**src/rtl/dm_wb_cache.sv**
```systemverilog
module dm_wb_cache #(
  parameter int ADDR_W = 8,
  parameter int DATA_W = 32,
  parameter int IDX_W  = 3,
  parameter int BOFF_W = 0
) (
  input  logic              clk,
  input  logic              rst_n,
  input  logic              cpu_req,
  input  logic              cpu_we,
  input  logic [ADDR_W-1:0] cpu_addr,
  input  logic [DATA_W-1:0] cpu_wdata,
  output logic              cpu_ready,
  output logic [DATA_W-1:0] cpu_rdata,
  output logic              mem_req,
  output logic              mem_we,
  output logic [ADDR_W-1:0] mem_addr,
  output logic [DATA_W-1:0] mem_wdata,
  input  logic              mem_ack,
  input  logic [DATA_W-1:0] mem_rdata
);
  localparam int LINES = 1 << IDX_W;
  localparam int WORDS = 1 << BOFF_W;
  localparam int TAG_W = ADDR_W - 2 - BOFF_W - IDX_W;
  localparam int CW    = (BOFF_W > 0) ? BOFF_W : 1;
  localparam int SW    = $clog2(LINES * WORDS);

  typedef enum logic [1:0] {S_IDLE, S_WB, S_FILL, S_DONE} st_t;

  st_t               st_q;
  logic [CW-1:0]     cnt_q;
  logic [LINES-1:0]  val_q, dirty_q;
  logic [TAG_W-1:0]  tag_q  [LINES];
  logic [DATA_W-1:0] data_q [LINES*WORDS];

  logic [TAG_W-1:0] a_tag;
  logic [IDX_W-1:0] a_idx;
  logic [CW-1:0]    a_off;
  logic [SW-1:0]    acc_slot, xfer_slot;
  logic             hit, go, last;

  assign a_tag = cpu_addr[ADDR_W-1 -: TAG_W];
  assign a_idx = cpu_addr[2+BOFF_W +: IDX_W];
  assign a_off = CW'((cpu_addr >> 2) & ADDR_W'(WORDS - 1));

  assign acc_slot  = SW'(a_idx) * SW'(WORDS) + SW'(a_off);
  assign xfer_slot = SW'(a_idx) * SW'(WORDS) + SW'(cnt_q);
  assign last      = (cnt_q == CW'(WORDS - 1));

  assign hit = val_q[a_idx] && (tag_q[a_idx] == a_tag);
  assign go  = cpu_req && ((st_q == S_IDLE && hit) || st_q == S_DONE);

  assign cpu_ready = go;
  assign cpu_rdata = data_q[acc_slot];

  assign mem_req   = (st_q == S_WB) || (st_q == S_FILL);
  assign mem_we    = (st_q == S_WB);
  assign mem_wdata = data_q[xfer_slot];
  assign mem_addr  = ((st_q == S_WB) ? (ADDR_W'({tag_q[a_idx], a_idx}) << (2 + BOFF_W))
                                     : (ADDR_W'({a_tag, a_idx}) << (2 + BOFF_W)))
                     | (ADDR_W'(cnt_q) << 2);

  always_ff @(posedge clk) begin
    if (!rst_n) begin
      st_q    <= S_IDLE;
      cnt_q   <= '0;
      val_q   <= '0;
      dirty_q <= '0;
    end else begin
      case (st_q)
        S_IDLE: if (cpu_req && !hit) begin
          cnt_q <= '0;
          st_q  <= (val_q[a_idx] && dirty_q[a_idx]) ? S_WB : S_FILL;
        end
        S_WB: if (mem_ack) begin
          if (last) begin
            cnt_q <= '0;
            st_q  <= S_FILL;
          end else cnt_q <= cnt_q + CW'(1);
        end
        S_FILL: if (mem_ack) begin
          if (last) begin
            val_q[a_idx]   <= 1'b1;
            dirty_q[a_idx] <= 1'b0;
            st_q           <= S_DONE;
          end else cnt_q <= cnt_q + CW'(1);
        end
        default: st_q <= S_IDLE;
      endcase
      if (go && cpu_we) dirty_q[a_idx] <= 1'b1;
    end
  end

  always_ff @(posedge clk) begin
    if (st_q == S_FILL && mem_ack) begin
      data_q[xfer_slot] <= mem_rdata;
      if (last) tag_q[a_idx] <= a_tag;
    end
    if (go && cpu_we) data_q[acc_slot] <= cpu_wdata;
  end
endmodule

```
**config.mk**
```make
export PLATFORM = sky130hd
export DESIGN_NAME = dm_wb_cache
export DESIGN_NICKNAME = d
export VERILOG_FILES = /design/src/rtl/dm_wb_cache.sv
export SDC_FILE = /design/constraint.sdc
export NUM_CORES = 1
export LEC_CHECK = 0
export BUFFER_PORTS_ARGS = -buffer_cell sky130_fd_sc_hd__buf_2
export CELL_PAD_IN_SITES_DETAIL_PLACEMENT = 0
export CELL_PAD_IN_SITES_GLOBAL_PLACEMENT = 1
export CORE_MARGIN = 2
export CORE_UTILIZATION = 30
export DETAILED_ROUTE_END_ITERATION = 8
export PLACE_DENSITY = 0.61
export SLEW_MARGIN = 20
export SYNTH_ARGS = -nofsm -noshare
export SYNTH_HDL_FRONTEND = slang
export SYNTH_SLANG_ARGS = --single-unit
```
**constraint.sdc**
```tcl
create_clock -name clk -period 6.2 [get_ports clk]
set_input_delay 0.62 -clock clk [delete_from_list [all_inputs] [get_ports clk]]
set_output_delay 0.62 -clock clk [all_outputs]
set_load 0.03 [all_outputs]
```
==> results.txt, run 1 <==
Vias per inst - 4.837
Die height - 201.5 um
CTS tree - done
Syn Area/Cell - 16.50 um2
CP Class - input pin to flop
Die Footprint - 40580 um2
Yosys top cell area share - 71.89%
Worst slew pin tran - 1009 ps
Mapped cell area - 11700 um2
Postcts setup bufs - 0
Min-Delay Path Depth - 2
Dpl hpwl - 15680 um
Clk buf depth - 3
#FFs+latches synth - 298
TritonCTS Buffers - 30
Post-Layout Inst Area - 13870 um2
WP data arrival - 4150 ps
Nets - 907
Crit end category - flop
PostCTS Resize Cnt - 0
Clock Skew - 42.11 ps
Worst Reg2Reg Path Length in Cells - 8
Max Freq - 0.2560 GHz
Critical Path Fanout Max - 26
Final ANT Viol Nets - 0
Worst slew margin - 32.75%
Vias - 6612
Die span in x - 201.5 um
Hold Crit Class - input pin to flop
First-pass DRT Iterations - 5
1st-iter DRT viols - 431
Ant. Diodes - 0
Largest cells by area after synthesis - edfxtp_1 72%, a22oi_1 8.3%, dfxtp_1 3.1%
Post-DP Area - 12880 um2
Setup TNS - 0 ps
Vias in the first global route - 6503
Status - completed
Layout cells sized above 1 - 30.86%
Root Driver - clkbuf_16
Worst skew pair latency - 580 ps
Tot GR Track Use - 13.46%
Post-synth cell types - 41
Clock sink count - 298
# hold bufs at CTS - 0
Endpoints failing setup - 0
FF/Latch Area - 8768 um2
Total global routing overflow - 0
Core ar. - 38560 um2
Fillers - 3703
Slew Limit Fails - 0
Starting Density - 30.33%
Htree depth - 1
First-pass GRT wire length - 41500 um
Antenna violations before repair - 0
Site row count - 72
Sequential element share of the synthesized area - 74.97%
CTS clk-pin slew, worst paths - 60 ps
Final hold vios - 0
Crit start category - input pin
Area Growth Syn to Fin - 18.61%
I/O pins - 152
Gate Count Post-Synth - 709
Largest area contributor in the netlist - edfxtp_1
Pwr/cell area - 331.3 nW/um2
Tmin final - 3906 ps
Synth warnings - 0
RSZ-0062 raised after global routing - no
Critical Path RT - 6450 ps
Aggregate routed wire length - 28060 um
Area of the multi-input gates - 2577 um2
Final Wtd Congestion - 0.7080
# Max-Cap Violations - 0
Leak pwr - 0.004627 uW
Tcrit/Tclk final - 63.00%
Pin count of the biggest net entering global routing - 36
Port Buffers - 147
Drt wl/cell - 20.53 um
Max VDD drop - 0.0002240 V
Drc violations - 0
[critical path, cell delays in order]
cell	delay [ps]
buf_2	530
mux2_2	410
a22o_1	220
or3_1	360
a2111oi_4	500
o211ai_4	240
buf_4	300
a21boi_4	680
buf_12	270
[through the flow]
stage / setup slack (ps) / utilization, % / hold WS (ps) / std cells / total power, uW
3_3_place_gp: 1705 / 33.39 / 446.2 / 1311 / 2880
2_1_floorplan: 892.4 / - / 435.3 / 710 / 2721
4_1_cts: 2249 / 35.91 / 398.9 / 1366 / 4639
6_report: 2294 / 35.98 / 422.0 / 1367 / 4596
3_5_place_dp: 1668 / 33.41 / 450.5 / 1311 / 2886
5_1_grt: 2082 / 35.98 / 405.2 / 1367 / 4752
[worst paths after layout]
kind / startpoint / endpoint / slack [ps]
setup / recovery: cpu_addr[2] / data_q[4][5] / 2290
hold reg to reg: dirty_q[7] / dirty_q[7] / 460
hold / removal: cpu_wdata[28] / data_q[4][28] / 420
setup reg to reg: tag_q[3][0] / data_q[4][5] / 2640
[where the power goes]
group / switching (uW) / internal (uW) / leakage, uW
combinational: 387 / 155 / 0.00149
sequential: 16.8 / 2280 / 0.00267
clock: 749 / 1010 / 0.000470
[flip-flops by register name, summed over array words and instances, names as in the netlist]
register  cells
data_q      256
val_q         8
st_q          2
dirty_q       8
tag_q        24
[layer usage]
metal	GRT usage, %	vias to the layer above	share of wire [%]
met5	0	-	0
met4	2.626	0	1.4
met3	2.170	26	4.7
met2	22.60	184	48
met1	18.53	3348	46
li1	-	3054	-
[layout by cell type (no fill, tap or decap), types with 5 or more instances in the layout]
| cell | instances |
|---|---|
| edfxtp_1 | 280 |
| buf_2 | 147 |
| a22oi_1 | 129 |
| nand4_1 | 33 |
| mux2_2 | 32 |
| clkbuf_16 | 30 |
| nor2_1 | 28 |
| nand2_1 | 20 |
| dfxtp_1 | 18 |
| buf_4 | 15 |
| mux2i_1 | 14 |
| clkinv_1 | 11 |
| o22ai_1 | 7 |
| a21boi_4 | 6 |
| inv_1 | 5 |
| mux2_4 | 5 |
| a21oi_1 | 5 |
| and3_1 | 5 |
[cell type report]
cell class | instances | area share (%)
repair buffers | 164 | 6.457
flip-flops and latches | 298 | 63.20
clock buffers | 34 | 5.519
multi-input cells | 327 | 18.58
clock inverters | 21 | 1.434
well taps | 518 | 4.672
inverters | 5 | 0.1353
[cells in the mapped netlist (all sizes together)]
| cell type | number |
|---|---|
| edfxtp | 280 |
| a22oi | 129 |
| buf | 47 |
| mux2 | 37 |
| clkbuf | 33 |
| nand4 | 33 |
| nor2 | 29 |
| nand2 | 20 |
| dfxtp | 18 |
| mux2i | 14 |
| a21oi | 7 |
| and3 | 7 |
| o22ai | 7 |
| a21boi | 6 |
| inv | 5 |
| ha | 4 |
| nor3 | 4 |
| nand3 | 3 |
| a221oi | 2 |
| mux4 | 2 |
| nor2b | 2 |
| nor3b | 2 |
| o21a | 2 |
| o32ai | 2 |
| xnor2 | 2 |
| a2111oi | 1 |
| a211oi | 1 |
| a22o | 1 |
| and2 | 1 |
| conb | 1 |
| nor4 | 1 |
| o211ai | 1 |
| o21ai | 1 |
| o22a | 1 |
| o2bb2ai | 1 |
| o311ai | 1 |
| or3 | 1 |
[kinds of logic (layout without fill, tap and decap cells)]
group,Yosys count,after routing,share of synthesized area [%]
mux,53,53,5.306
fa+ha+maj,4,4,0.4279
compound gates,163,163,10.52
xor+xnor,2,2,0.1498
simple gates,103,103,4.407
flops,298,298,74.97
other cells,1,2,0.03206
buf+inv,85,224,4.193
No activity file was read; power rests on OpenSTA's default activity.
==> run 2: changes to the inputs <==
--- a/config.mk
+++ b/config.mk
@@ -11,7 +11,7 @@
 export CORE_MARGIN = 2
 export CORE_UTILIZATION = 30
 export DETAILED_ROUTE_END_ITERATION = 8
-export PLACE_DENSITY = 0.61
+export PLACE_DENSITY = 0.63
 export SLEW_MARGIN = 20
 export SYNTH_ARGS = -nofsm -noshare
 export SYNTH_HDL_FRONTEND = slang
==> constraint.sdc (replaced) <==
create_clock -name clk -period 3.23 [get_ports clk]
set_input_delay 0.323 -clock clk [delete_from_list [all_inputs] [get_ports clk]]
set_output_delay 0.323 -clock clk [all_outputs]
set_load 0.03 [all_outputs]
==> run 2 against run 1 <==
Compared with the run above:
- sequential power up 92%
- design area up 2.5%
- register-to-register slack worse by 2200 ps
==> results.txt, run 2 (synthesis results as in run 1) <==
Met1 global-route usage - 19.80% (+1.3 points)
Endpoints failing setup - 0 (unchanged)
Critical Path Fanout Max - 3 (-88%)
Tmin final - 3064 ps
I/O pins - 152 (unchanged)
Clock sink count - 298 (unchanged)
TritonCTS Buffers - 31 (+3.3%)
Vias - 6826 (+3.2%)
Drt wl/cell - 20.83 um (+1.5%)
Met3 global-route usage - 2.170% (unchanged)
Largest regs - data_q: 256 flops, tag_q: 24 flops
Htree depth - 1 (unchanged)
Die span in x - 201.5 um (unchanged)
Tot GR Track Use - 14.16% (+0.70 points)
Site row count - 72 (unchanged)
FF/Latch Area - 8768 um2 (unchanged)
Max Freq - 0.3264 GHz
Final ANT Viol Nets - 0 (unchanged)
Max reg flops - 256 (unchanged)
Worst skew pair latency - 560 ps (-20 ps)
Max VDD drop - 0.0003090 V (+38%)
Worst slew pin tran - 924.8 ps (-83.91 ps)
WP data arrival - 2740 ps (-1410 ps)
Clk buf depth - 3 (unchanged)
Largest reg by FF count - data_q
Die height - 201.5 um (unchanged)
Most used routing layer - met2
Die Footprint - 40580 um2 (unchanged)
Nets - 937 (+3.3%)
Setup TNS - 0 ps (unchanged)
Vias per inst - 4.886 (+1.0%)
Clock Skew - 19.00 ps (-23.11 ps)
Crit start category - flop
Worst slew margin - 37.87% (+5.1 points)
Final hold vios - 0 (unchanged)
Core ar. - 38560 um2 (unchanged)
CTS tree - done
Layout cells sized above 1 - 33.03% (+2.2 points)
Fillers - 3717 (+0.38%)
Postcts setup bufs - 0 (unchanged)
Grt met2 use - 23.42% (+0.83 points)
Drc violations - 0 (unchanged)
Commonest cells after routing, fill and taps aside - 280 x edfxtp_1, 147 x buf_2, 129 x a22oi_1
Pin count of the biggest net entering global routing - 35 (-2.8%)
Port Buffers - 147 (unchanged)
First-pass GRT wire length - 43600 um (+5.1%)
# Max-Cap Violations - 0 (unchanged)
Starting Density - 30.33% (unchanged)
Most common cell after layout, fill and taps aside - edfxtp_1
Antenna violations before repair - 0 (unchanged)
1st-iter DRT viols - 341 (-21%)
Vias in the first global route - 6929 (+6.6%)
Status - completed
Root Driver - clkbuf_16
Area Growth Syn to Fin - 21.53%
# hold bufs at CTS - 0 (unchanged)
RSZ-0062 raised after global routing - no
Place WS - 134.8 ps (-1533 ps)
Hold Crit Class - input pin to flop
Slew Limit Fails - 0 (unchanged)
Pwr/cell area - 620.5 nW/um2 (+87%)
Critical Path RT - 2910 ps (-3540 ps)
CP Class - flop to primary output
Final worst setup slack - 166.0 ps (-2128 ps)
PostCTS Resize Cnt - 0 (unchanged)
Finished Core Util - 36.87% (+0.89 points)
Leak pwr - 0.004809 uW (+3.9%)
Aggregate routed wire length - 29100 um (+3.7%)
Final Wtd Congestion - 0.6867 (-3.0%)
Dpl hpwl - 17530 um (+12%)
Total global routing overflow - 0 (unchanged)
Crit end category - primary output
CTS clk-pin slew, worst paths - 60 ps (about the same)
First-pass DRT Iterations - 5 (unchanged)
Area of the multi-input gates - 2571 um2 (-0.24%)
Tcrit/Tclk final - 94.86%
[run 2: cell types whose count changed in the layout (fill, tap and decap cells not counted), sizes merged]
cell	previous run	this run
bufinv	3	2
clkinvlp	0	1
clkinv	17	12
buf	164	193
clkbuf	34	39
diode	0	1
[run 2: cell type report]
cell class,instances,area share (%)
tap,518,4.559
sequential,298,61.68
clock buffer,39,5.669
clock inverter,16,0.9242
antenna,1,0.01760
multi-input combinational,327,18.09
inverter,5,0.1320
timing repair buffer,193,8.925
[run 2: path summary, 6_finish.rpt]
check | start | end | slack, ps | depth (start not counted)
max | tag_q[2][0] | cpu_ready | 170 | 7
min | cpu_addr[7] | tag_q[4][2] | 110 | 1
max reg2reg | tag_q[2][0] | data_q[7][3] | 410 | 8
min reg2reg | dirty_q[3] | dirty_q[3] | 460 | 2
[run 2: layer usage]
layer | vias to the layer above | share of wire (%)
met2 | 203 | 47
met4 | 0 | 1.5
met5 | - | 0
met3 | 37 | 5.1
met1 | 3471 | 46
li1 | 3115 | -
[run 2: power by group]
| part | switching [uW] | internal (uW) |
|---|---|---|
| logic | 762 | 338 |
| registers | 31.6 | 4370 |
| clock network | 1410 | 1910 |
[run 2: worst max-delay path, stage by stage, from the launching register on]
cell and delay (ps):
edfxtp_1 360, mux2_4 270, a22o_1 250, or3_1 360, a2111oi_4 440, buf_4 190, o21a_1 110, buf_2 210
[run 2: per-stage QoR]
| step | instance area, um2 | instances | hold WS, ps | power [uW] |
|---|---|---|---|---|
| CTS | 14210 | 1396 | 69.30 | 8915 |
| finish | 14210 | 1397 | 105.8 | 8821 |
| detailed placement | 13280 | 1341 | 454.3 | 5594 |
| floorplan | 11760 | 710 | 421.9 | 5231 |
| global placement | 13280 | 1341 | 447.2 | 5584 |
| global route | 14210 | 1396 | 84.85 | 9138 |
==> run 3: changes to the inputs <==
--- a/config.mk
+++ b/config.mk
@@ -12,6 +12,7 @@
 export CORE_UTILIZATION = 30
 export DETAILED_ROUTE_END_ITERATION = 8
 export PLACE_DENSITY = 0.63
+export RECOVER_POWER = 25
 export SLEW_MARGIN = 20
 export SYNTH_ARGS = -nofsm -noshare
 export SYNTH_HDL_FRONTEND = slang
==> run 3 against run 2 <==
Compared with the run above:
- routed wire length rose by 0.11%
- global-route usage did not move
- via count rose by 0.18%
- register-to-register slack got worse by 50 ps
==> results.txt, run 3 (synthesis results as in run 1) <==
Cell breakdown of the critical path - buf_2 -> buf_4 -> inv_1 -> and3_1 -> clkbuf_1 -> a22oi_1 -> nand4_1 -> clkbuf_1
Clk buf depth - 3 (unchanged)
Ant. Diodes - 0 (-1)
Area of the multi-input gates - 2544 um2 (-1.1%)
Total global routing overflow - 0 (unchanged)
Site row count - 72 (unchanged)
Die Footprint - 40580 um2 (unchanged)
Worst Reg2Reg Path Length in Cells - 8 (unchanged)
Vias per inst - 4.898 (+0.25%)
Hold Crit Class - input pin to flop
Largest reg by FF count - data_q
Hold EP - data_q[5][28]
Place WS - 134.8 ps (unchanged)
First-pass GRT wire length - 43600 um (unchanged)
CTS clk-pin slew, worst paths - 50 ps (about the same)
Die height - 201.5 um (unchanged)
Vias - 6838 (+0.18%)
Final Wtd Congestion - 0.6867 (unchanged)
Most common cell on crit path - clkbuf_1
WP data arrival - 2740 ps (about the same)
Layout cells sized above 1 - 24.60% (-8.4 points)
Critical Path Fanout Max - 13 (+10)
Postcts setup bufs - 0 (unchanged)
Clock Skew - 21.41 ps (+2.409 ps)
Final hold vios - 0 (unchanged)
Pwr/cell area - 623.7 nW/um2 (+0.51%)
Drt wl/cell - 20.87 um (+0.19%)
CTS tree - done
Leak pwr - 0.004587 uW (-4.6%)
Max stage delay on crit path - 660 ps (+220 ps)
Starting Density - 30.33% (unchanged)
Tcrit/Tclk final - 94.83% (about the same)
Crit end category - primary output
Flop-to-flop setup slack - 360 ps (-50 ps)
Crit-path slowest cell - clkbuf_1
I/O pins - 152 (unchanged)
First-pass DRT Iterations - 5 (unchanged)
Slew Limit Fails - 0 (unchanged)
PostCTS Resize Cnt - 0 (unchanged)
Antenna violations before repair - 0 (unchanged)
Final ANT Viol Nets - 0 (unchanged)
Min-Delay Path Depth - 2 (+1)
TritonCTS Buffers - 31 (unchanged)
Die span in x - 201.5 um (unchanged)
Crit Reg-Reg Endpoint - data_q[7][3]
Htree depth - 1 (unchanged)
Area Growth Syn to Fin - 20.44%
Dpl hpwl - 17530 um (unchanged)
Critical Path RT - 2910 ps (about the same)
Largest regs - data_q: 256 flops, tag_q: 24 flops
Fillers - 3748 (+0.83%)
Tmin final - 3063 ps (-1.137 ps)
# Max-Cap Violations - 0 (unchanged)
Tot GR Track Use - 14.16% (unchanged)
Hold Startpoint - cpu_wdata[28]
Max reg flops - 256 (unchanged)
Commonest cells after routing, fill and taps aside - 280 x edfxtp_1, 129 x a22oi_1, 77 x buf_2
Status - completed
CP Class - input pin to primary output
Worst hold margin - 149.1 ps (+43.27 ps)
Final worst setup slack - 167.1 ps (+1.137 ps)
Worst slew margin - 14.59% (-23 points)
Endpoints failing setup - 0 (unchanged)
Critical R2R Launch - tag_q[3][0]
Drc violations - 0 (unchanged)
Vias in the first global route - 6929 (unchanged)
1st-iter DRT viols - 379 (+11%)
Root Driver - clkbuf_16
Crit start category - input pin
Worst slew pin tran - 1281 ps (+356.3 ps)
Clock sink count - 298 (unchanged)
Port Buffers - 147 (unchanged)
# hold bufs at CTS - 0 (unchanged)
Aggregate routed wire length - 29140 um (+0.11%)
Max Freq - 0.3265 GHz (about the same)
Critical Path Start - cpu_addr[2]
Max VDD drop - 0.0003080 V (-0.34%)
Core ar. - 38560 um2 (unchanged)
FF/Latch Area - 8768 um2 (unchanged)
Most common cell after layout, fill and taps aside - edfxtp_1
RSZ-0062 raised after global routing - no
Worst skew pair latency - 560 ps (about the same)
Pin count of the biggest net entering global routing - 35 (unchanged)
Nets - 937 (unchanged)
-- run 3: changes by cell type in the layout (fill, tap and decap cells not counted), moves of 2 or more --
| cell | previous run | this run |
|---|---|---|
| clkbuf_1 | 8 | 74 |
| mux2_2 | 32 | 30 |
| mux2_1 | 0 | 5 |
| buf_4 | 31 | 25 |
| buf_2 | 147 | 77 |
| clkbuf_2 | 0 | 10 |
| mux2_4 | 5 | 2 |
-- run 3: worst max-delay path by stage --
| stage | to | slack [ps] | cells past startpoint |
|---|---|---|---|
| after floorplan | data_q[2][0] | -360 | 9 |
| after global placement | data_q[0][3] | 140 | 10 |
| after detailed placement | data_q[1][21] | 130 | 10 |
| after CTS | cpu_ready | 100 | 7 |
| after global routing | cpu_ready | 60 | 7 |
| final | mem_wdata[31] | 170 | 8 |
-- run 3: area by class of cell --
cell class | instances | area share, %
timing repair buffer | 193 | 8.313
clock inverter | 16 | 0.9326
sequential | 298 | 62.24
multi-input combinational | 327 | 18.06
tap | 518 | 4.601
inverter | 5 | 0.1332
clock buffer | 39 | 5.720
-- run 3: per-stage QoR --
step | cell area, um2 | TNS (ps) | power [uW] | cells | util (%)
global placement | 13280 | 0 | 5584 | 1341 | 34.43
floorplan | 11760 | -45370 | 5231 | 710 | -
CTS | 14210 | 0 | 8915 | 1396 | 36.86
detailed placement | 13280 | 0 | 5594 | 1341 | 34.43
global route | 14090 | 0 | 9102 | 1396 | 36.54
finish | 14090 | 0 | 8787 | 1396 | 36.54
-- run 3: where the power goes --
| group | leakage [uW] | internal [uW] | switching (uW) | total (uW) |
|---|---|---|---|---|
| Clock | 0.000455 | 1910 | 1410 | 3320 |
| Sequential | 0.00267 | 4370 | 31.4 | 4400 |
| Combinational | 0.00146 | 300 | 763 | 1060 |
| Total | 0.00459 | 6580 | 2210 | 8790 |
-- run 3: worst max-delay path, delay by kind of cell --
family / cells / cell delay, ps
and+or+nand+nor: 2 / 680
buffers and inverters: 5 / 1560
AOI/OAI and AO/OA: 1 / 160
-- run 3: layer usage --
metal | vias to the layer above | global-route usage (%) | wire length, um
li1 | 3114 | - | -
met1 | 3482 | 19.80 | 13280
met2 | 205 | 23.42 | 13820
met3 | 37 | 2.170 | 1603
met4 | 0 | 2.941 | 431
met5 | - | 0 | 0
